## src/rtl/casc_pic_pkg.sv

```systemverilog
package casc_pic_pkg;
    localparam int LW    = 3;
    localparam int LINES = 1 << LW;
    localparam int VW    = 8;

    typedef logic [LINES-1:0] line_vec_t;
    typedef logic [LW-1:0]    line_idx_t;
    typedef logic [LW:0]      rank_t;

    typedef struct packed {
        logic      valid;
        line_idx_t line;
    } winner_t;

    localparam line_idx_t SPUR_LINE = line_idx_t'(LINES - 1);

    // smallest rotated rank present in bits, LINES when empty
    function automatic rank_t rank_of(line_vec_t bits, line_idx_t rot);
        rank_t     r;
        line_idx_t idx;
        r = rank_t'(LINES);
        for (int p = LINES - 1; p >= 0; p--) begin
            idx = line_idx_t'(p) + rot;
            if (bits[idx]) r = rank_t'(p);
        end
        return r;
    endfunction

    function automatic winner_t pick(line_vec_t pend, line_vec_t svc, line_idx_t rot);
        winner_t w;
        rank_t   rr;
        rank_t   cr;
        rr = rank_of(pend, rot);
        cr = rank_of(svc, rot);
        w.valid = (rr < cr);
        w.line  = line_idx_t'(rr[LW-1:0]) + rot;
        return w;
    endfunction
endpackage

```

## src/rtl/pic_lane.sv

```systemverilog
module pic_lane
    import casc_pic_pkg::*;
#(
    parameter line_vec_t CASC_MASK = '0
) (
    input  logic      clk,
    input  logic      rst,
    input  line_vec_t req_i,
    input  line_vec_t mask_i,
    input  line_vec_t level_i,
    input  logic      aeoi_i,
    input  logic      rot_aeoi_i,
    input  logic      sfnm_i,
    input  logic      take_i,
    input  logic      drop_i,
    input  logic      casc_set_i,
    input  logic      casc_clr_i,
    output winner_t   win_o
);
    line_vec_t irr_q, isr_q, last_q;
    line_idx_t rot_q;
    line_vec_t irr_n, isr_n;
    line_idx_t rot_n;
    line_vec_t lvl, rise, sel_bit, svc_view;

    assign lvl      = level_i & ~CASC_MASK;
    assign rise     = req_i & ~last_q & ~lvl & ~CASC_MASK;
    assign svc_view = sfnm_i ? (isr_q & ~CASC_MASK) : isr_q;
    assign win_o    = pick(irr_q & ~mask_i, svc_view, rot_q);
    assign sel_bit  = line_vec_t'(1) << win_o.line;

    always_comb begin
        irr_n = irr_q | rise | (casc_set_i ? CASC_MASK : '0);
        isr_n = isr_q;
        rot_n = rot_q;
        if (take_i) begin
            irr_n = irr_n & ~(sel_bit & ~lvl);
            isr_n = isr_n | sel_bit;
            if (aeoi_i) begin
                isr_n = isr_n & ~sel_bit;
                if (rot_aeoi_i) rot_n = win_o.line + line_idx_t'(1);
            end
        end
        if (drop_i) begin
            irr_n = irr_n & ~sel_bit;
            isr_n = isr_n & ~sel_bit;
        end
        if (casc_clr_i) begin
            irr_n = irr_n & ~CASC_MASK;
            isr_n = isr_n & ~CASC_MASK;
        end
        irr_n = (irr_n & ~lvl) | (req_i & lvl);
    end

    always_ff @(posedge clk) begin
        if (rst) begin
            irr_q  <= '0;
            isr_q  <= '0;
            last_q <= '0;
            rot_q  <= '0;
        end else begin
            irr_q  <= irr_n;
            isr_q  <= isr_n;
            last_q <= req_i;
            rot_q  <= rot_n;
        end
    end

    // acknowledged line enters service unless auto-EOI
    a_r5_take_in_service: assert property (@(posedge clk) disable iff (rst)
        (take_i && !aeoi_i && !drop_i && !casc_clr_i) |=> isr_q[$past(win_o.line)]);

    // auto-EOI leaves nothing in service for that line
    a_r10_aeoi_clears: assert property (@(posedge clk) disable iff (rst)
        (take_i && aeoi_i) |=> !isr_q[$past(win_o.line)]);

    // rotation offset follows the acknowledged line
    a_r10_rotate: assert property (@(posedge clk) disable iff (rst)
        (take_i && aeoi_i && rot_aeoi_i) |=> rot_q == $past(win_o.line) + line_idx_t'(1));

    // cascade request lands on the cascade line
    a_r6_casc_lands: assert property (@(posedge clk) disable iff (rst)
        (casc_set_i && !casc_clr_i && !take_i && !drop_i) |=> ((irr_q & CASC_MASK) == CASC_MASK));

    // retire through the secondary clears cascade state
    a_r12_casc_clear: assert property (@(posedge clk) disable iff (rst)
        casc_clr_i |=> (((irr_q | isr_q) & CASC_MASK) == '0));

    // held input never re-arms an edge line
    a_r2_no_reedge: assert property (@(posedge clk) disable iff (rst)
        (take_i && !lvl[win_o.line] && !CASC_MASK[win_o.line] && !drop_i) |=> !irr_q[$past(win_o.line)]
            || $rose(req_i[$past(win_o.line)]));
endmodule

```

## src/rtl/casc_ack_seq.sv

```systemverilog
module casc_ack_seq
    import casc_pic_pkg::*;
#(
    parameter int CASC_LINE = 2
) (
    input  logic            clk,
    input  logic            rst,
    input  logic [LINES-1:0] m_req_i,
    input  logic [LINES-1:0] s_req_i,
    input  logic [LINES-1:0] m_mask_i,
    input  logic [LINES-1:0] s_mask_i,
    input  logic [LINES-1:0] m_level_i,
    input  logic [LINES-1:0] s_level_i,
    input  logic [VW-1:0]   m_base_i,
    input  logic [VW-1:0]   s_base_i,
    input  logic [1:0]      aeoi_i,
    input  logic [1:0]      rot_aeoi_i,
    input  logic            sfnm_i,
    input  logic            ack_i,
    input  logic [1:0]      poll_arm_i,
    input  logic            poll_rd_i,
    input  logic            poll_sel_i,
    output logic            int_o,
    output logic [VW-1:0]   vec_o,
    output logic            vec_vld_o,
    output logic [LW-1:0]   poll_o,
    output logic            poll_vld_o
);
    localparam int NLANE = 2;
    localparam line_vec_t CMASK = line_vec_t'(1) << CASC_LINE;

    line_vec_t req   [NLANE];
    line_vec_t mask  [NLANE];
    line_vec_t level [NLANE];
    winner_t   win   [NLANE];
    logic [NLANE-1:0] take, drop;
    logic [NLANE-1:0] poll_flag_q;

    assign req[0]   = m_req_i;
    assign req[1]   = s_req_i;
    assign mask[0]  = m_mask_i;
    assign mask[1]  = s_mask_i;
    assign level[0] = m_level_i;
    assign level[1] = s_level_i;

    logic m_is_casc, poll_go, poll_hit;
    logic [VW-1:0] vec_n;
    line_idx_t     poll_n;

    assign m_is_casc = (win[0].line == line_idx_t'(CASC_LINE));
    assign take[0]   = ack_i & win[0].valid;
    assign take[1]   = take[0] & m_is_casc & win[1].valid;
    assign poll_go   = poll_rd_i & ~ack_i & poll_flag_q[poll_sel_i];
    assign drop[0]   = poll_go & ~poll_sel_i & win[0].valid;
    assign drop[1]   = poll_go &  poll_sel_i & win[1].valid;
    assign poll_hit  = win[poll_sel_i].valid;
    assign poll_n    = poll_hit ? win[poll_sel_i].line : SPUR_LINE;
    assign int_o     = win[0].valid;

    generate
        for (genvar g = 0; g < NLANE; g++) begin : g_lane
            pic_lane #(
                .CASC_MASK(g == 0 ? CMASK : line_vec_t'(0))
            ) u_lane (
                .clk        (clk),
                .rst        (rst),
                .req_i      (req[g]),
                .mask_i     (mask[g]),
                .level_i    (level[g]),
                .aeoi_i     (aeoi_i[g]),
                .rot_aeoi_i (rot_aeoi_i[g]),
                .sfnm_i     (g == 0 ? sfnm_i : 1'b0),
                .take_i     (take[g]),
                .drop_i     (drop[g]),
                .casc_set_i (g == 0 ? win[1].valid : 1'b0),
                .casc_clr_i (g == 0 ? drop[1] : 1'b0),
                .win_o      (win[g])
            );
        end
    endgenerate

    always_comb begin
        if (!win[0].valid)
            vec_n = {m_base_i[VW-1:LW], SPUR_LINE};
        else if (m_is_casc)
            vec_n = {s_base_i[VW-1:LW], win[1].valid ? win[1].line : SPUR_LINE};
        else
            vec_n = {m_base_i[VW-1:LW], win[0].line};
    end

    always_ff @(posedge clk) begin
        if (rst) begin
            vec_o       <= '0;
            vec_vld_o   <= 1'b0;
            poll_o      <= '0;
            poll_vld_o  <= 1'b0;
            poll_flag_q <= '0;
        end else begin
            vec_vld_o  <= ack_i;
            poll_vld_o <= poll_go;
            if (ack_i)   vec_o  <= vec_n;
            if (poll_go) poll_o <= poll_n;
            poll_flag_q <= (poll_flag_q & ~(poll_go ? (NLANE'(1) << poll_sel_i) : '0)) | poll_arm_i;
        end
    end

    // vector valid exactly one cycle after the strobe
    a_r5_vec_follows_ack: assert property (@(posedge clk) disable iff (rst)
        ack_i |=> vec_vld_o);
    a_r5_no_stray_vec: assert property (@(posedge clk) disable iff (rst)
        !ack_i |=> !vec_vld_o);

    // spurious acknowledge on the primary
    a_r9_spurious: assert property (@(posedge clk) disable iff (rst)
        (ack_i && !win[0].valid) |=> (vec_o == {$past(m_base_i[VW-1:LW]), SPUR_LINE}));

    // a poll read consumes its arming
    a_r11_disarm: assert property (@(posedge clk) disable iff (rst)
        (poll_go && !poll_arm_i[poll_sel_i]) |=> !poll_flag_q[$past(poll_sel_i)]);

    // ignored reads produce no result
    a_r11_ignored: assert property (@(posedge clk) disable iff (rst)
        (poll_rd_i && ack_i) |=> !poll_vld_o);

    // secondary acknowledged only through the cascade line
    a_r7_casc_only: assert property (@(posedge clk) disable iff (rst)
        take[1] |-> (take[0] && m_is_casc));
endmodule

```

## config.mk

```make
export PLATFORM = sky130hd
export DESIGN_NAME = casc_ack_seq
export DESIGN_NICKNAME = d
export VERILOG_FILES = /design/src/rtl/casc_pic_pkg.sv /design/src/rtl/pic_lane.sv /design/src/rtl/casc_ack_seq.sv
export SDC_FILE = /design/constraint.sdc
export NUM_CORES = 1
export LEC_CHECK = 0
export BUFFER_PORTS_ARGS = -buffer_cell sky130_fd_sc_hd__buf_2
export CAP_MARGIN = 15
export CORE_MARGIN = 10
export CORE_UTILIZATION = 40
export CTS_BUF_LIST = sky130_fd_sc_hd__clkbuf_16
export DETAILED_ROUTE_END_ITERATION = 6
export GPL_TIMING_DRIVEN = 0
export SKIP_LAST_GASP = 1
export SYNTH_ARGS = -nofsm -noshare
export SYNTH_HDL_FRONTEND = slang
export SYNTH_SLANG_ARGS = --single-unit
```

## constraint.sdc

```tcl
create_clock -name clk -period 4.48 [get_ports clk]
set_clock_uncertainty 0.05 [all_clocks]
set_input_delay 0.448 -clock clk [delete_from_list [all_inputs] [get_ports clk]]
set_output_delay 0.448 -clock clk [all_outputs]
set_load 0.05 [all_outputs]
```

==> flow_results.org <==
** Status
- Status :: complete, no violations

** Cells and area
- In the final layout, flip-flops and latches occupy 0.00137 mm^2.
- After filler insertion, the fill cell instance count of the layout stands at 1182.
- Fin nets :: 745
- Ratio of cells with drive above 1 in the final layout :: 0.315
- Area of combinational cells with multiple inputs :: 0.00355 mm^2
- Compared with the post-synthesis result, the final layout area differs by 24.0%.
- Area of all placed cells without fillers :: 0.00629 mm^2

** Timing
- Tightest hold margin :: 0.266 ns
- Subtracting the final worst setup slack from the clock period gives 4.30 ns.
- Static timing analysis puts the maximum clock frequency at 233 MHz.
- The count of pins over their slew limit was 0.
- Final count of negative-setup-slack endpoints :: 0
- Final clock period utilization by the worst path :: 0.960
- In this run the tightest slew margin relative to its limit is 0.555.
- Transition time of the tightest slew-check pin :: 0.667 ns
- Final hold violation count :: 0

** Yosys
- Of the post-synthesis cell area, the dominant cell type holds 0.268.
- Post-synthesis sequential area ratio :: 0.268
- Most area-hungry cell type in the Yosys netlist :: sky130_fd_sc_hd__dfxtp_1
- The number of different library cells used by synthesis comes to 70.
- Leading register cell type out of synthesis :: sky130_fd_sc_hd__dfxtp_1
- Number of enable flip-flop cells after synthesis :: 0
- Compound-gate portion of the synthesized area :: 0.190
- Adder-cell area share of the yosys netlist :: 0.0621
- Number of warning messages in the yosys log :: 0
- Portion of netlist area occupied by mux cells :: 0.230
- In this run the mean area of a mapped cell was 9.42 um^2.
- Combinational family with the most area after synthesis :: multiplexers
- FF+latch count, synth :: 68
- Of the total synthesized cell area, the portion taken by AND, OR, NAND and NOR gates is 0.176.
- The number of nets handed over by synthesis was 639.
- Of the total synthesized cell area, the portion taken by XOR and XNOR cells is 0.0185.
- Post-Syn Instances :: 539
- Synthesized cell area :: 0.00508 mm^2
- In the synthesized netlist the async set-or-reset flop fraction comes to 0.
- Cell types with the largest area share after synthesis :: sky130_fd_sc_hd__dfxtp_1 27%, sky130_fd_sc_hd__mux4_2 14%, sky130_fd_sc_hd__mux2i_1 6.3%

** Floorplan
- The die is 133 um wide.
- Core region area :: 0.0125 mm^2
- For this design the top-level I/O count stands at 90.
- For this configuration, the core starts out at a cell density of 0.406.
- Num rows :: 41
- Die footprint :: 0.0176 mm^2
- The die is 133 um tall.

** Drt
- Routed wire length on met3 :: 775 um
- Post-detailed-route wirelength per cell :: 17.4 um
- Antenna Nets Post-Route :: 0
- For this block, the initial DRC count from the detailed router was 270.
- Highest metal layer used by the detailed router :: met4
- Total routed wirelength :: 14300 um
- Vias after detailed routing :: 4578
- After detailed routing, the number of remaining DRC violations is 0.
- Met1 routed wirelength after detailed routing :: 6820 um
- Initial DRT Pass Iterations :: 5
- Drt via density :: 5.56
- Summed over all nets, wire length on met2 after detailed routing comes to 6510 um.

** Placed design
- Summing all placed instances gives a cell area of 0.00570 mm^2.
- Buffers added on ports :: 80
- After legalization and detailed placement, the total HPWL measured 11400 um.
- At the end of routability-driven placement, the weighted congestion stood at 0.838.

** Worst setup path
- Startpoint of the worst setup timing path :: g_lane[1].u_lane.rot_q[0]
- Traced cell by cell, the critical path runs through buf_4 -> inv_1 -> ha_2 -> xnor2_4 -> mux4_2 -> nor2b_1 -> nor2_1 -> o21ai_1 -> ha_1 -> fa_1 -> xnor2_2 -> xor2_2 -> clkinv_2 -> ha_1 -> inv_1 -> or4_1 -> a21oi_1.
- Slack of the worst reg-to-reg path :: 0.18 ns
- In this run the critical register-to-register path is captured at g_lane[1].u_lane.rot_q[2].
- Measured in cells, the most critical reg-to-reg path has a length of 17.
- Critical path's slowest cell :: sky130_fd_sc_hd__mux4_2
- Data arrival, critical path :: 4.52 ns
- Critical path peak fanout :: 8
- Grouping stages by cell kind, the critical path spends the most delay in adder cells.
- Launching element type of the critical path :: register
- Slowest Stage Delay on Critical Path :: 0.53 ns
- The critical path is of the register to register type.
- Cell count along the critical path :: 17
- The critical path contains buffers and inverters numbering 4 combined.
- The most critical setup path has its endpoint at g_lane[1].u_lane.rot_q[2].
- RR Startpoint :: g_lane[1].u_lane.rot_q[0]
- STA classifies the critical path endpoint as a register.
- STA puts the critical path data required time at 4.70 ns.

** CTS
- Maximum clock path buffer count :: 2
- At the later pin of the worst-skew pair, clock insertion delay measures 0.33 ns.
- Cell at the root of the clock tree :: sky130_fd_sc_hd__clkbuf_16
- Inserted Clock Buffers :: 9
- Deepest level of the CTS H-tree :: 3
- In this run, post-CTS hold repair placed 0 buffers.
- Counting every sink on the clock net gives 68.
- CTS tree :: yes
- After clock tree synthesis, the clock-pin slew on the worst setup and hold paths is 0.06 ns.

** Flow run
- Max_cap viols :: 0

** Global route
- Via count of the first global-routing pass :: 4536
- Entering global routing, the biggest net connects 14 pins.
- The initial antenna violation count is 1.
- Summed over all layers, the global routing overflow is 0.
- Global-route wire length before repair :: 23100 um
- For this run, the total global-route usage over all layers was measured as 0.158.

** Power
- VDD sags by at most 0.963 mV.
- Pwr dens :: 845 mW/mm^2
- Leakage :: 0.00261 uW

** Worst hold path
- The min-delay analysis places its worst path in the category primary input to register.
==> how the worst min path moves through the flow <==
stage | start | end | slack [ns] | cells after the start
finish | s_level_i[0] | g_lane[1].u_lane.irr_q[0] | 0.27 | 2
global route | s_level_i[0] | g_lane[1].u_lane.irr_q[0] | 0.27 | 2
CTS | s_level_i[0] | g_lane[1].u_lane.irr_q[0] | 0.26 | 2
detailed placement | poll_flag_q[0] | poll_flag_q[0] | 0.43 | 2
global placement | poll_flag_q[0] | poll_flag_q[0] | 0.42 | 2
floorplan | g_lane[0].u_lane.irr_q[2] | g_lane[0].u_lane.irr_q[2] | 0.37 | 2
==> cells in the final DEF (no fill, tap or decap), types with 4 or more instances in the layout <==
cell,instances
sky130_fd_sc_hd__buf_2,84
sky130_fd_sc_hd__dfxtp_1,65
sky130_fd_sc_hd__nor2_1,38
sky130_fd_sc_hd__nand2_1,38
sky130_fd_sc_hd__inv_1,33
sky130_fd_sc_hd__mux2i_1,32
sky130_fd_sc_hd__mux4_2,31
sky130_fd_sc_hd__a21oi_1,31
sky130_fd_sc_hd__nor2b_1,28
sky130_fd_sc_hd__ha_1,20
sky130_fd_sc_hd__buf_4,18
sky130_fd_sc_hd__nand2b_1,13
sky130_fd_sc_hd__o21ai_0,12
sky130_fd_sc_hd__a211oi_1,12
sky130_fd_sc_hd__mux2_2,11
sky130_fd_sc_hd__clkbuf_1,9
sky130_fd_sc_hd__a311oi_1,9
sky130_fd_sc_hd__clkbuf_16,9
sky130_fd_sc_hd__o31ai_1,8
sky130_fd_sc_hd__buf_6,7
sky130_fd_sc_hd__nor3_1,7
sky130_fd_sc_hd__a32o_1,7
sky130_fd_sc_hd__a31oi_1,6
sky130_fd_sc_hd__a21o_1,6
sky130_fd_sc_hd__nand3_1,5
sky130_fd_sc_hd__buf_1,4
sky130_fd_sc_hd__o21a_1,4
sky130_fd_sc_hd__nand4_1,4
sky130_fd_sc_hd__or2_2,4
sky130_fd_sc_hd__o211ai_1,4
sky130_fd_sc_hd__o41ai_1,4
==> layout make-up <==
cell class,instances,area share
clock inverters,7,0.0157
flip-flops and latches,68,0.218
clock buffers,9,0.0358
well taps,172,0.0342
multi-input cells,406,0.564
inverters,36,0.0217
diodes,1,0.000398
plain buffers,27,0.0247
repair buffers,97,0.0855
==> layer usage <==
| layer | vias up | global-route usage |
|---|---|---|
| li1 | 2234 | - |
| met1 | 2199 | 0.217 |
| met2 | 126 | 0.244 |
| met3 | 19 | 0.0352 |
| met4 | 0 | 0.0422 |
| met5 | - | 0 |
==> where the power goes <==
group          internal [uW]  switching [uW]
registers                701            85.7
logic                   1610            2160
clock network            490             272
==> cell usage after synthesis, drive strengths merged, types with 7 or more instances <==
cell type,number
dfxtp,68
nor2,39
nand2,38
inv,35
a21oi,32
mux2i,32
mux4,31
nor2b,29
ha,22
buf,17
o21ai,15
a211oi,13
mux2,13
nand2b,13
clkbuf,12
a311oi,9
o31ai,8
a32o,7
nor3,7
==> repair_timing <==
action,CTS,global route
buffers inserted,4,13
resized for setup,14,26
cloned,0,0
pin swaps,2,3
endpoints found under the setup margin,47,31
==> metrics by stage <==
step / TNS (ns) / utilization / instances / total power, uW / setup WS (ns)
final: 0 / 0.503 / 823 / 5320 / 0.181
after global routing: -0.0112 / 0.503 / 822 / 5690 / -0.00648
after CTS: -0.0376 / 0.489 / 810 / 4920 / -0.0376
after detailed placement: -13.21 / 0.456 / 791 / 3920 / -0.721
after global placement: -10.22 / 0.456 / 791 / 3850 / -0.694
after floorplan: 0 / - / 539 / 3170 / 0.0895
==> sequential cells by signal, summed over array words and instances, names as in the netlist <==
| register | flops |
|---|---|
| g_lane.u_lane.irr_q | 16 |
| g_lane.u_lane.isr_q | 16 |
| g_lane.u_lane.last_q | 15 |
| vec_o | 8 |
| g_lane.u_lane.rot_q | 6 |
| poll_o | 3 |
| poll_flag_q | 2 |
| poll_vld_o | 1 |
| vec_vld_o | 1 |
==> cell families (layout without fill, tap and decap cells) <==
logic type	Yosys count	count (layout)
buf+inv	65	176
xor+xnor	9	9
mux	76	76
flops	68	68
compound gates	131	131
other cells	0	1
simple gates	166	166
fa+ha+maj	24	24
Power figures use the tool's default switching activity.
